===== src/rtl/uart_rx_pkg.sv =====
package uart_rx_pkg;

  typedef enum logic [1:0] {
    ST_IDLE,
    ST_START,
    ST_DATA,
    ST_STOP
  } rxState_t;

  // strobes from control to datapath
  typedef struct packed {
    logic baudRestart;
    logic shiftIn;
    logic frameDone;
    logic frameErr;
  } rxStrobe_t;

  typedef struct packed {
    logic [7:0] data;
    logic       ninth;
    logic       ferr;
  } rxEntry_t;

  localparam int ADDR_CTRL = 0;
  localparam int ADDR_STAT = 1;
  localparam int ADDR_DATA = 2;
  localparam int ADDR_DIV  = 3;
  localparam int ADDR_IEN  = 4;

  localparam int CB_PORT  = 0;
  localparam int CB_SYNC  = 1;
  localparam int CB_RXEN  = 2;
  localparam int CB_NINE  = 3;
  localparam int CB_ADET  = 4;
  localparam int CB_HSPD  = 5;

  localparam int IB_RX    = 0;
  localparam int IB_PER   = 1;
  localparam int IB_GLB   = 2;

endpackage


===== src/rtl/uart_rx_control.sv =====
module uart_rx_control
  import uart_rx_pkg::*;
#(
  parameter int OSR_LO = 16,
  parameter int OSR_HI = 4
) (
  input  logic      clk,
  input  logic      rstN,
  input  logic      active,
  input  logic      nineBit,
  input  logic      highSpeed,
  input  logic      tick,
  input  logic      rxLine,
  input  logic      vote,
  output rxStrobe_t strobe
);

  localparam int CNT_W = $clog2(OSR_LO);
  localparam logic [CNT_W-1:0] EVAL_LO = CNT_W'(OSR_LO / 2);
  localparam logic [CNT_W-1:0] EVAL_HI = CNT_W'(OSR_HI / 2);
  localparam logic [CNT_W-1:0] LAST_LO = CNT_W'(OSR_LO - 1);
  localparam logic [CNT_W-1:0] LAST_HI = CNT_W'(OSR_HI - 1);

  rxState_t         state;
  logic [CNT_W-1:0] tickCnt;
  logic [3:0]       bitCnt;

  logic [CNT_W-1:0] evalIdx;
  logic [CNT_W-1:0] lastIdx;
  logic [3:0]       lastData;
  logic             atEval;
  logic             atLast;

  assign evalIdx  = highSpeed ? EVAL_HI : EVAL_LO;
  assign lastIdx  = highSpeed ? LAST_HI : LAST_LO;
  assign lastData = nineBit ? 4'd8 : 4'd7;
  assign atEval   = tick && (tickCnt == evalIdx);
  assign atLast   = tick && (tickCnt == lastIdx);

  always_ff @(posedge clk) begin
    if (!rstN) begin
      state   <= ST_IDLE;
      tickCnt <= '0;
      bitCnt  <= '0;
    end else if (!active) begin
      state   <= ST_IDLE;
      tickCnt <= '0;
    end else begin
      case (state)
        ST_IDLE: begin
          if (!rxLine) begin
            state   <= ST_START;
            tickCnt <= '0;
          end
        end
        ST_START: begin
          if (tick) tickCnt <= atLast ? '0 : tickCnt + 1'b1;
          if (atEval && vote) state <= ST_IDLE;
          else if (atLast) begin
            state  <= ST_DATA;
            bitCnt <= '0;
          end
        end
        ST_DATA: begin
          if (tick) tickCnt <= atLast ? '0 : tickCnt + 1'b1;
          if (atLast) begin
            if (bitCnt == lastData) state <= ST_STOP;
            else bitCnt <= bitCnt + 1'b1;
          end
        end
        ST_STOP: begin
          if (tick) tickCnt <= atLast ? '0 : tickCnt + 1'b1;
          if (atEval) state <= ST_IDLE;
        end
        default: state <= ST_IDLE;
      endcase
    end
  end

  always_comb begin
    strobe             = '0;
    strobe.baudRestart = active && (state == ST_IDLE) && !rxLine;
    strobe.shiftIn     = active && (state == ST_DATA) && atEval;
    strobe.frameDone   = active && (state == ST_STOP) && atEval;
    strobe.frameErr    = !vote;
  end

  // receiver parks in idle while reception is disabled
  a_r3_idle_when_off: assert property (@(posedge clk) disable iff (!rstN)
    !active |=> state == ST_IDLE);

endmodule


===== src/rtl/uart_rx_datapath.sv =====
module uart_rx_datapath
  import uart_rx_pkg::*;
#(
  parameter int ADDR_W     = 3,
  parameter int DIV_W      = 8,
  parameter int FIFO_DEPTH = 2
) (
  input  logic              clk,
  input  logic              rstN,
  input  logic [ADDR_W-1:0] regAddr,
  input  logic              regWrEn,
  input  logic [7:0]        regWrData,
  input  logic              regRdEn,
  output logic [7:0]        regRdData,
  input  logic              rxIn,
  output logic              irq,
  input  rxStrobe_t         strobe,
  output logic              tick,
  output logic              rxLine,
  output logic              vote,
  output logic              active,
  output logic              nineBit,
  output logic              highSpeed
);

  localparam int PTR_W = $clog2(FIFO_DEPTH);
  localparam int CNT_W = $clog2(FIFO_DEPTH + 1);
  localparam logic [CNT_W-1:0] FULL_CNT = CNT_W'(FIFO_DEPTH);
  localparam logic [PTR_W-1:0] LAST_PTR = PTR_W'(FIFO_DEPTH - 1);

  // control and enable registers
  logic portEn, syncSel, rxEn, addrDet;
  logic rxIe, perIe, glbIe;
  logic [DIV_W-1:0] divReg;

  logic wrCtrl, wrDiv, wrIen, rdData;
  assign wrCtrl = regWrEn && (regAddr == ADDR_W'(ADDR_CTRL));
  assign wrDiv  = regWrEn && (regAddr == ADDR_W'(ADDR_DIV));
  assign wrIen  = regWrEn && (regAddr == ADDR_W'(ADDR_IEN));
  assign rdData = regRdEn && (regAddr == ADDR_W'(ADDR_DATA));

  always_ff @(posedge clk) begin
    if (!rstN) begin
      portEn    <= 1'b0;
      syncSel   <= 1'b0;
      rxEn      <= 1'b0;
      nineBit   <= 1'b0;
      addrDet   <= 1'b0;
      highSpeed <= 1'b0;
      divReg    <= '0;
      rxIe      <= 1'b0;
      perIe     <= 1'b0;
      glbIe     <= 1'b0;
    end else begin
      if (wrCtrl) begin
        portEn    <= regWrData[CB_PORT];
        syncSel   <= regWrData[CB_SYNC];
        rxEn      <= regWrData[CB_RXEN];
        nineBit   <= regWrData[CB_NINE];
        addrDet   <= regWrData[CB_ADET];
        highSpeed <= regWrData[CB_HSPD];
      end
      if (wrDiv) divReg <= regWrData[DIV_W-1:0];
      if (wrIen) begin
        rxIe  <= regWrData[IB_RX];
        perIe <= regWrData[IB_PER];
        glbIe <= regWrData[IB_GLB];
      end
    end
  end

  assign active = portEn && !syncSel && rxEn;

  // line synchronizer
  logic rxMeta;
  always_ff @(posedge clk) begin
    if (!rstN) begin
      rxMeta <= 1'b1;
      rxLine <= 1'b1;
    end else begin
      rxMeta <= rxIn;
      rxLine <= rxMeta;
    end
  end

  // sample-rate prescaler
  logic [DIV_W-1:0] divCnt;
  assign tick = (divCnt >= divReg);
  always_ff @(posedge clk) begin
    if (!rstN) divCnt <= '0;
    else if (strobe.baudRestart || tick) divCnt <= '0;
    else divCnt <= divCnt + 1'b1;
  end

  // three-sample majority
  logic [1:0] win;
  always_ff @(posedge clk) begin
    if (!rstN) win <= 2'b11;
    else if (tick) win <= {win[0], rxLine};
  end
  assign vote = (win[1] & win[0]) | (win[1] & rxLine) | (win[0] & rxLine);

  // data shifter, LSB first into the top
  logic [8:0] shReg;
  always_ff @(posedge clk) begin
    if (!rstN) shReg <= '0;
    else if (strobe.shiftIn) shReg <= {vote, shReg[8:1]};
  end

  rxEntry_t newEntry;
  always_comb begin
    newEntry.data  = nineBit ? shReg[7:0] : shReg[8:1];
    newEntry.ninth = nineBit & shReg[8];
    newEntry.ferr  = strobe.frameErr;
  end

  // receive queue
  logic [PTR_W-1:0] wrPtr, rdPtr;
  logic [CNT_W-1:0] count;
  logic             overrun;
  logic             notEmpty, full, pop, push, setOvr;
  rxEntry_t         mem [FIFO_DEPTH];

  assign notEmpty = (count != '0);
  assign full     = (count == FULL_CNT);
  assign pop      = rdData && notEmpty;
  assign push     = strobe.frameDone && !overrun && !(full && !pop);
  assign setOvr   = strobe.frameDone && !overrun && full && !pop;

  for (genvar i = 0; i < FIFO_DEPTH; i++) begin : g_slot
    always_ff @(posedge clk) begin
      if (!rstN) mem[i] <= '0;
      else if (push && (wrPtr == PTR_W'(i))) mem[i] <= newEntry;
    end
  end

  always_ff @(posedge clk) begin
    if (!rstN) begin
      wrPtr <= '0;
      rdPtr <= '0;
      count <= '0;
    end else begin
      if (push) wrPtr <= (wrPtr == LAST_PTR) ? '0 : wrPtr + 1'b1;
      if (pop)  rdPtr <= (rdPtr == LAST_PTR) ? '0 : rdPtr + 1'b1;
      if (push && !pop) count <= count + 1'b1;
      else if (pop && !push) count <= count - 1'b1;
    end
  end

  always_ff @(posedge clk) begin
    if (!rstN) overrun <= 1'b0;
    else if (!rxEn) overrun <= 1'b0;
    else if (setOvr) overrun <= 1'b1;
  end

  always_ff @(posedge clk) begin
    if (!rstN) irq <= 1'b0;
    else irq <= notEmpty && rxIe && perIe && glbIe;
  end

  // read mux
  rxEntry_t head;
  assign head = notEmpty ? mem[rdPtr] : '0;

  always_comb begin
    regRdData = '0;
    case (regAddr)
      ADDR_W'(ADDR_CTRL): regRdData = {2'b00, highSpeed, addrDet, nineBit, rxEn, syncSel, portEn};
      ADDR_W'(ADDR_STAT): regRdData = {4'b0000, notEmpty, overrun, head.ferr, head.ninth};
      ADDR_W'(ADDR_DATA): regRdData = head.data;
      ADDR_W'(ADDR_DIV):  regRdData = 8'(divReg);
      ADDR_W'(ADDR_IEN):  regRdData = {5'b00000, glbIe, perIe, rxIe};
      default:            regRdData = '0;
    endcase
  end

  // queue occupancy bounded by its depth
  a_r9_fifo_bound: assert property (@(posedge clk) disable iff (!rstN)
    count <= FULL_CNT);

  // while overrun is held the queue never grows
  a_r10_overrun_blocks: assert property (@(posedge clk) disable iff (!rstN)
    $past(overrun) |-> count <= $past(count));

  // receive enable low clears overrun
  a_r11_overrun_clear: assert property (@(posedge clk) disable iff (!rstN)
    !rxEn |=> !overrun);

  // interrupt needs global enable and queued data in the prior cycle
  a_r12_irq_global: assert property (@(posedge clk) disable iff (!rstN)
    irq |-> $past(glbIe) && $past(notEmpty));

  // peripheral level gates the interrupt
  a_r12_irq_periph: assert property (@(posedge clk) disable iff (!rstN)
    irq |-> $past(perIe) && $past(rxIe));

endmodule


===== src/rtl/uart_rx_regs.sv =====
module uart_rx_regs
  import uart_rx_pkg::*;
#(
  parameter int ADDR_W     = 3,
  parameter int DIV_W      = 8,
  parameter int FIFO_DEPTH = 2,
  parameter int OSR_LO     = 16,
  parameter int OSR_HI     = 4
) (
  input  logic              clk,
  input  logic              rstN,
  input  logic [ADDR_W-1:0] regAddr,
  input  logic              regWrEn,
  input  logic [7:0]        regWrData,
  input  logic              regRdEn,
  output logic [7:0]        regRdData,
  input  logic              rxIn,
  output logic              irq
);

  rxStrobe_t strobe;
  logic tick, rxLine, vote, active, nineBit, highSpeed;

  uart_rx_datapath #(
    .ADDR_W    (ADDR_W),
    .DIV_W     (DIV_W),
    .FIFO_DEPTH(FIFO_DEPTH)
  ) datapath_i (
    .clk       (clk),
    .rstN      (rstN),
    .regAddr   (regAddr),
    .regWrEn   (regWrEn),
    .regWrData (regWrData),
    .regRdEn   (regRdEn),
    .regRdData (regRdData),
    .rxIn      (rxIn),
    .irq       (irq),
    .strobe    (strobe),
    .tick      (tick),
    .rxLine    (rxLine),
    .vote      (vote),
    .active    (active),
    .nineBit   (nineBit),
    .highSpeed (highSpeed)
  );

  uart_rx_control #(
    .OSR_LO(OSR_LO),
    .OSR_HI(OSR_HI)
  ) control_i (
    .clk       (clk),
    .rstN      (rstN),
    .active    (active),
    .nineBit   (nineBit),
    .highSpeed (highSpeed),
    .tick      (tick),
    .rxLine    (rxLine),
    .vote      (vote),
    .strobe    (strobe)
  );

endmodule


===== config.mk =====
export PLATFORM = sky130hd
export DESIGN_NAME = uart_rx_regs
export DESIGN_NICKNAME = d
export VERILOG_FILES = /design/src/rtl/uart_rx_pkg.sv /design/src/rtl/uart_rx_control.sv /design/src/rtl/uart_rx_datapath.sv /design/src/rtl/uart_rx_regs.sv
export SDC_FILE = /design/constraint.sdc
export NUM_CORES = 1
export LEC_CHECK = 0
export CAP_MARGIN = 20
export CORE_MARGIN = 2
export CORE_UTILIZATION = 31
export DETAILED_ROUTE_END_ITERATION = 8
export DONT_BUFFER_PORTS = 1
export GPL_TIMING_DRIVEN = 0
export SYNTH_ARGS = -nofsm -noshare
export SYNTH_HDL_FRONTEND = slang
export SYNTH_SLANG_ARGS = --single-unit

===== constraint.sdc =====
create_clock -name clk -period 6.3 [get_ports clk]
set_input_delay 0.63 -clock clk [delete_from_list [all_inputs] [get_ports clk]]
set_output_delay 0.63 -clock clk [all_outputs]
set_load 0.03 [all_outputs]

==> results.sh, run 1 <==
export IMPL_status="complete, no violations"
export IMPL_worst_path_max_delay_cell="o41ai_2"
export IMPL_reg2reg_depth=8
export IMPL_root_buffer="clkbuf_16"
export IMPL_fin_crit_sh_pct=49.7
export IMPL_hold_slack_ns=0.398
export IMPL_drv_cap=0
export IMPL_vias_per_cell=5.29
export IMPL_wl_per_cell_um=15.4
export IMPL_htree_levels=3
export IMPL_grt_max_degree=14
export IMPL_pre_cts_ws_ns=3.22
export IMPL_crit_family="compound AO/OA/AOI/OAI gates"
export IMPL_grt_pass1_vias=2785
export IMPL_synth_common_cells="68 x nor2_1, 55 x dfxtp_1, 39 x mux2i_1"
export IMPL_synth_area_leaders="dfxtp_1 29%, edfxtp_1 16%, mux2i_1 10%"
export IMPL_fp_dieW_um=114
export IMPL_worstSetupPathType="reg2reg"
export IMPL_max_freq_mhz=319
export IMPL_syn_nets=432
export IMPL_clock_sinks=75
export IMPL_required_ns=6.34
export IMPL_start_util_pct=31.5
export IMPL_syn_area_um2=3730
export IMPL_tns_ns=0
export IMPL_wl_um=8790
export IMPL_arrival_ns=3.17
export IMPL_ys_types=56
export IMPL_clk_pin_slew_worst_paths_ns=0.06
export IMPL_core_um2=11900
export IMPL_numCtsBuffers=9
export IMPL_dieArea_um2=12900
export IMPL_layout_drive_gt1_share_pct=6.41
export IMPL_cts_hold_buf=0
export IMPL_path_max_fanout=6
export IMPL_cp_slowest_stage_delay_ns=0.78
export IMPL_hold_viol=0
export IMPL_synth_top_area_cell="dfxtp_1"
export IMPL_track_usage_pct=14.0
export IMPL_hold_start="rxIn"
export IMPL_path_cells="inv_1, ha_1, nor2b_1, o211ai_1, a31oi_1, nor2_1, o41ai_2, buf_4"
export IMPL_postCtsSetupBuffers=0
export IMPL_setup_violations=0
export IMPL_ys_seq_area_share_pct=45.6
export IMPL_die_y_um=114
export IMPL_power_density_nw_per_um2=258
export IMPL_leakagePower_nw=1.46
export IMPL_synth_cells=404
export IMPL_clk_latency_ns=0.33
export IMPL_rrSetupSlack_ns=3.17
export IMPL_setup_ws_ns=3.17
export IMPL_synthMostInstantiatedCell="nor2_1"
export IMPL_critPathLaunchType="register"
export IMPL_drc=0
export IMPL_syn_area_per_cell_um2=9.24
export IMPL_dominantRegCellSynth="dfxtp_1"
export IMPL_grt_overflow=0
export IMPL_gp_congestion=0.817
export IMPL_p_int_mw=0.862
export IMPL_rsz0062_at_grt="no"
export IMPL_drt_iter0_drc=257
export IMPL_cp_end_kind="register"
export IMPL_clockBufferDepth=2
export IMPL_hp_class="in2reg"
export IMPL_pwr_share_seq_pct=46.3
export IMPL_switching_share_pct=21.4
export IMPL_comb_power_share_pct=4.0
export IMPL_post_cts_resized=0
export IMPL_holdPathStages=1
export IMPL_whs_endpoint="datapath_i.rxMeta"
export IMPL_fp_row_count=40
export IMPL_min_period_ns=3.13
export IMPL_rr_startpoint="datapath_i.divReg[1]"
export IMPL_reg2reg_to="datapath_i.mem[0][9]"
export IMPL_worst_slew_pin_slew_ns=0.931
export IMPL_vias=3012
export IMPL_p_switching_mw=0.235
export IMPL_fin_nets=444
export IMPL_worst_path_buf_inv=2
export IMPL_slew_limit_headroom_pct=37.3
export IMPL_tritoncts="yes"
export IMPL_total_power_mw=1.10
export IMPL_area_delta_synth_final_pct=13.9
export IMPL_ys_ff_latch=75
export IMPL_dp_hpwl_um=6590
export IMPL_finClkSkew_ns=0.00374
export IMPL_grt_pass1_wl_um=14200
export IMPL_yosys_warnings=0
export IMPL_yosysTopAreaCellShare_pct=29.5
export IMPL_drtAntennaViolNets=0
export IMPL_port_buffers=0
export IMPL_antenna_found_initial=0
export IMPL_ios=25
export IMPL_slew_violations=0
export IMPL_ys_async_sr_fraction_pct=0
export IMPL_pwr_share_clk_pct=49.7
export IMPL_first_pass_iters=5
export IMPL_ir_drop_uv=114
export IMPL_synth_edf_count=20
==> kinds of logic after synthesis <==
logic type / after synthesis / synth area share, %
simple gates: 153 / 19.5
compound gates: 79 / 13.9
flops: 75 / 45.6
mux: 40 / 10.8
buf+inv: 33 / 3.42
fa+ha+maj: 13 / 4.29
xor+xnor: 11 / 2.58
==> through the flow <==
stage / utilization (%) / area [um2] / cells
5_1_grt: 35.8 / 4250 / 568
6_report: 35.9 / 4250 / 569
4_1_cts: 35.8 / 4250 / 568
3_5_place_dp: 33.2 / 3930 / 552
2_1_floorplan: - / 3730 / 404
3_3_place_gp: 33.0 / 3920 / 551
==> worst max-delay path by stage <==
stage / from / to / slack, ns / cells past startpoint
floorplan: regAddr[1] / datapath_i.mem[0][0] / 3.27 / 4
global placement: datapath_i.divReg[7] / datapath_i.mem[0][4] / 2.27 / 6
detailed placement: datapath_i.divReg[1] / datapath_i.mem[0][4] / 3.22 / 8
CTS: datapath_i.divReg[1] / datapath_i.mem[0][4] / 3.15 / 8
global route: datapath_i.divReg[1] / datapath_i.mem[0][9] / 3.00 / 8
finish: datapath_i.divReg[1] / datapath_i.mem[0][9] / 3.17 / 8
==> sequential cells by signal (all words and copies together) (netlist names), 2 cells and up, named ones only <==
name	cells
datapath_i.mem	20
datapath_i.shReg	9
datapath_i.divCnt	8
datapath_i.divReg	8
control_i.bitCnt	4
control_i.tickCnt	4
datapath_i.count	2
datapath_i.win	2
==> cell usage in the layout (no fill, tap or decap), types with 3 or more instances in the layout <==
master	synthesis	final
a211oi_1	4	4
dfxtp_1	55	55
nand2b_1	6	6
o211ai_1	3	3
clkbuf_1	15	15
nand2_1	36	36
xor2_1	8	8
mux2i_1	39	39
o22ai_1	6	6
a31oi_1	5	5
nand4_1	4	4
clkbuf_16	0	9
nor2_1	68	68
clkinv_1	1	3
a22oi_1	5	5
edfxtp_1	20	20
nor2b_1	3	3
xnor2_1	3	3
or3_1	3	3
nand3b_1	3	3
o21ai_0	16	16
a311oi_1	3	3
nand3_1	9	9
ha_1	12	12
a21oi_1	21	21
and3_1	5	5
inv_1	14	14
==> routing by layer <==
metal | GRT usage, % | vias up | wire length (um)
li1 | - | 1474 | -
met3 | 4.20 | 8 | 538
met4 | 3.98 | 0 | 97
met2 | 22.0 | 75 | 3990
met5 | 0 | - | 0
met1 | 18.8 | 1455 | 4160
==> power groups by stage <==
stage	registers [mW]	clock network (mW)	logic, mW
floorplan	0.517	0	0.0324
global placement	0.518	0	0.0421
detailed placement	0.519	0	0.0440
CTS	0.508	0.552	0.0443
global route	0.509	0.575	0.0491
finish	0.508	0.545	0.0441
==> final cells by class <==
cell class / instances / area (um2)
Clock inverter: 7 / 92.6
Sequential cell: 75 / 1700
Timing Repair Buffer: 1 / 7.51
Tap cell: 147 / 184
Buffer: 18 / 71.3
Fill cell: 1180 / 7610
Clock buffer: 9 / 225
Antenna cell: 1 / 2.50
Multi-Input combinational cell: 296 / 1910
Inverter: 15 / 56.3
Note: power is estimated with default switching activity, not from simulation.
==> inputs of run 2 (changes only) <==
clock period = 2.8 ns   (was 6.3 ns; I/O delays follow)
==> results.sh, run 2 (same netlist as run 1, synthesis figures left out) <==
export IMPL_fp_row_count=40
export IMPL_finClkSkew_ns=0.00448
export IMPL_final_core_util_pct=36.4
export IMPL_p_switching_mw=0.554
export IMPL_drv_cap=0
export IMPL_grt_pass1_wl_um=15100
export IMPL_fin_nets=447
export IMPL_vias_per_cell=5.29
export IMPL_layout_drive_gt1_share_pct=7.55
export IMPL_dp_cells=552
export IMPL_slew_limit_headroom_pct=37.6
export IMPL_path_max_fanout=10
export IMPL_cts_hold_buf=0
export IMPL_ir_drop_uv=321
export IMPL_fp_dieW_um=114
export IMPL_rsz0062_at_grt="no"
export IMPL_clk_latency_ns=0.34
export IMPL_start_util_pct=31.5
export IMPL_root_buffer="clkbuf_16"
export IMPL_worst_path_max_delay_cell="nand2_1"
export IMPL_wl_um=9210
export IMPL_clockBufferDepth=2
export IMPL_min_period_ns=2.65
export IMPL_largestRegisters="datapath_i.mem x20, datapath_i.shReg x9"
export IMPL_gp_congestion=0.840
export IMPL_dp_hpwl_um=6680
export IMPL_hold_viol=0
export IMPL_power_density_nw_per_um2=600
export IMPL_area_delta_synth_final_pct=15.5
export IMPL_first_pass_iters=4
export IMPL_p_int_mw=2.04
export IMPL_core_um2=11900
export IMPL_numCtsBuffers=9
export IMPL_htree_levels=3
export IMPL_ios=25
export IMPL_drc=0
export IMPL_worstSetupPathType="reg2reg"
export IMPL_dieArea_um2=12900
export IMPL_regArea_um2=1700
export IMPL_comb_power_share_pct=4.0
export IMPL_critPathLaunchType="register"
export IMPL_fin_crit_sh_pct=94.8
export IMPL_path_cells="inv_1, ha_1, nor2b_1, o211ai_1, a31o_2, a211oi_4, buf_4, nand2_1, nand2_1"
export IMPL_max_freq_mhz=377
export IMPL_grt_max_degree=14
export IMPL_multi_input_area_um2=1930
export IMPL_cp_end_kind="register"
export IMPL_clk_pin_slew_worst_paths_ns=0.06
export IMPL_cpMostUsedCell="nand2_1"
export IMPL_pwr_share_clk_pct=51.9
export IMPL_hold_slack_ns=0.0473
export IMPL_status="complete, no violations"
export IMPL_leakagePower_nw=1.49
export IMPL_fillers=1188
export IMPL_setup_violations=0
export IMPL_worst_slew_pin_slew_ns=0.926
export IMPL_port_buffers=0
export IMPL_antenna_found_initial=0
export IMPL_vias=3018
export IMPL_grt_overflow=0
export IMPL_clock_sinks=75
export IMPL_wl_per_cell_um=16.1
export IMPL_switching_share_pct=21.4
export IMPL_pwr_share_seq_pct=44.1
export IMPL_required_ns=2.78
export IMPL_track_usage_pct=14.8
export IMPL_die_y_um=114
export IMPL_tritoncts="yes"
export IMPL_crit_family="compound AO/OA/AOI/OAI gates"
export IMPL_largest_reg_flops=20
export IMPL_final_common_cell="nor2_1"
export IMPL_regMostFlops="datapath_i.mem"
export IMPL_hp_class="in2reg"
export IMPL_drt_iter0_drc=292
export IMPL_stdcell_count=571
export IMPL_grt_pass1_vias=2966
export IMPL_n_antenna_cell=0
export IMPL_slew_violations=0
export IMPL_worst_path_buf_inv=2
export IMPL_cp_slowest_stage_delay_ns=0.38
export IMPL_arrival_ns=2.64
export IMPL_final_cell_mix="68 x nor2_1, 55 x dfxtp_1, 39 x mux2i_1"
export IMPL_drtAntennaViolNets=0
run 2: power groups by stage:
stage / Sequential [mW] / Combinational (mW) / Clock (mW)
2_1_floorplan: 1.16 / 0.0735 / 0
3_3_place_gp: 1.17 / 0.0952 / 0
3_5_place_dp: 1.17 / 0.0981 / 0
4_1_cts: 1.14 / 0.102 / 1.35
5_1_grt: 1.15 / 0.114 / 1.40
6_report: 1.14 / 0.103 / 1.34
run 2: through the flow:
step	instance area [um2]	power, mW	setup TNS, ns	worst slack (ns)
floorplan	3740	1.24	0	0.281
detailed placement	3930	1.26	-1.02	-0.171
global route	4320	2.66	0	0.00134
global placement	3930	1.26	-3.81	-0.381
CTS	4290	2.60	0	0.0669
finish	4320	2.59	0	0.145
run 2: final cells by class:
type,count,share of cell area [%]
sequential,75,39.4
timing repair buffer,4,0.696
tap,147,4.26
clock buffer,10,5.31
clock inverter,6,2.61
inverter,15,1.30
multi-input combinational,296,44.7
buffer,18,1.65
run 2: timing repair:
action | in CTS | in global routing
buffers inserted | 0 | 3
resized for setup | 3 | 0
pin swaps | 0 | 2
setup endpoints to repair | 6 | 17
run 2: per-layer routing:
metal,share of wire [%],vias up,track usage [%]
li1,-,1473,-
met1,47,1465,19.8
met2,46,66,23.7
met3,4.6,14,2.71
met4,2.0,0,5.85
met5,0,-,0
run 2: path summary, 6_finish.rpt:
check,cells after the start,endpoint,slack (ns),start
worst max register to register,9,datapath_i.mem[1][3],0.15,datapath_i.divReg[1]
worst min-delay path,1,datapath_i.rxMeta,0.05,rxIn
worst max-delay path,9,datapath_i.mem[1][3],0.15,datapath_i.divReg[1]
worst min register to register,1,datapath_i.rxLine,0.42,datapath_i.rxMeta
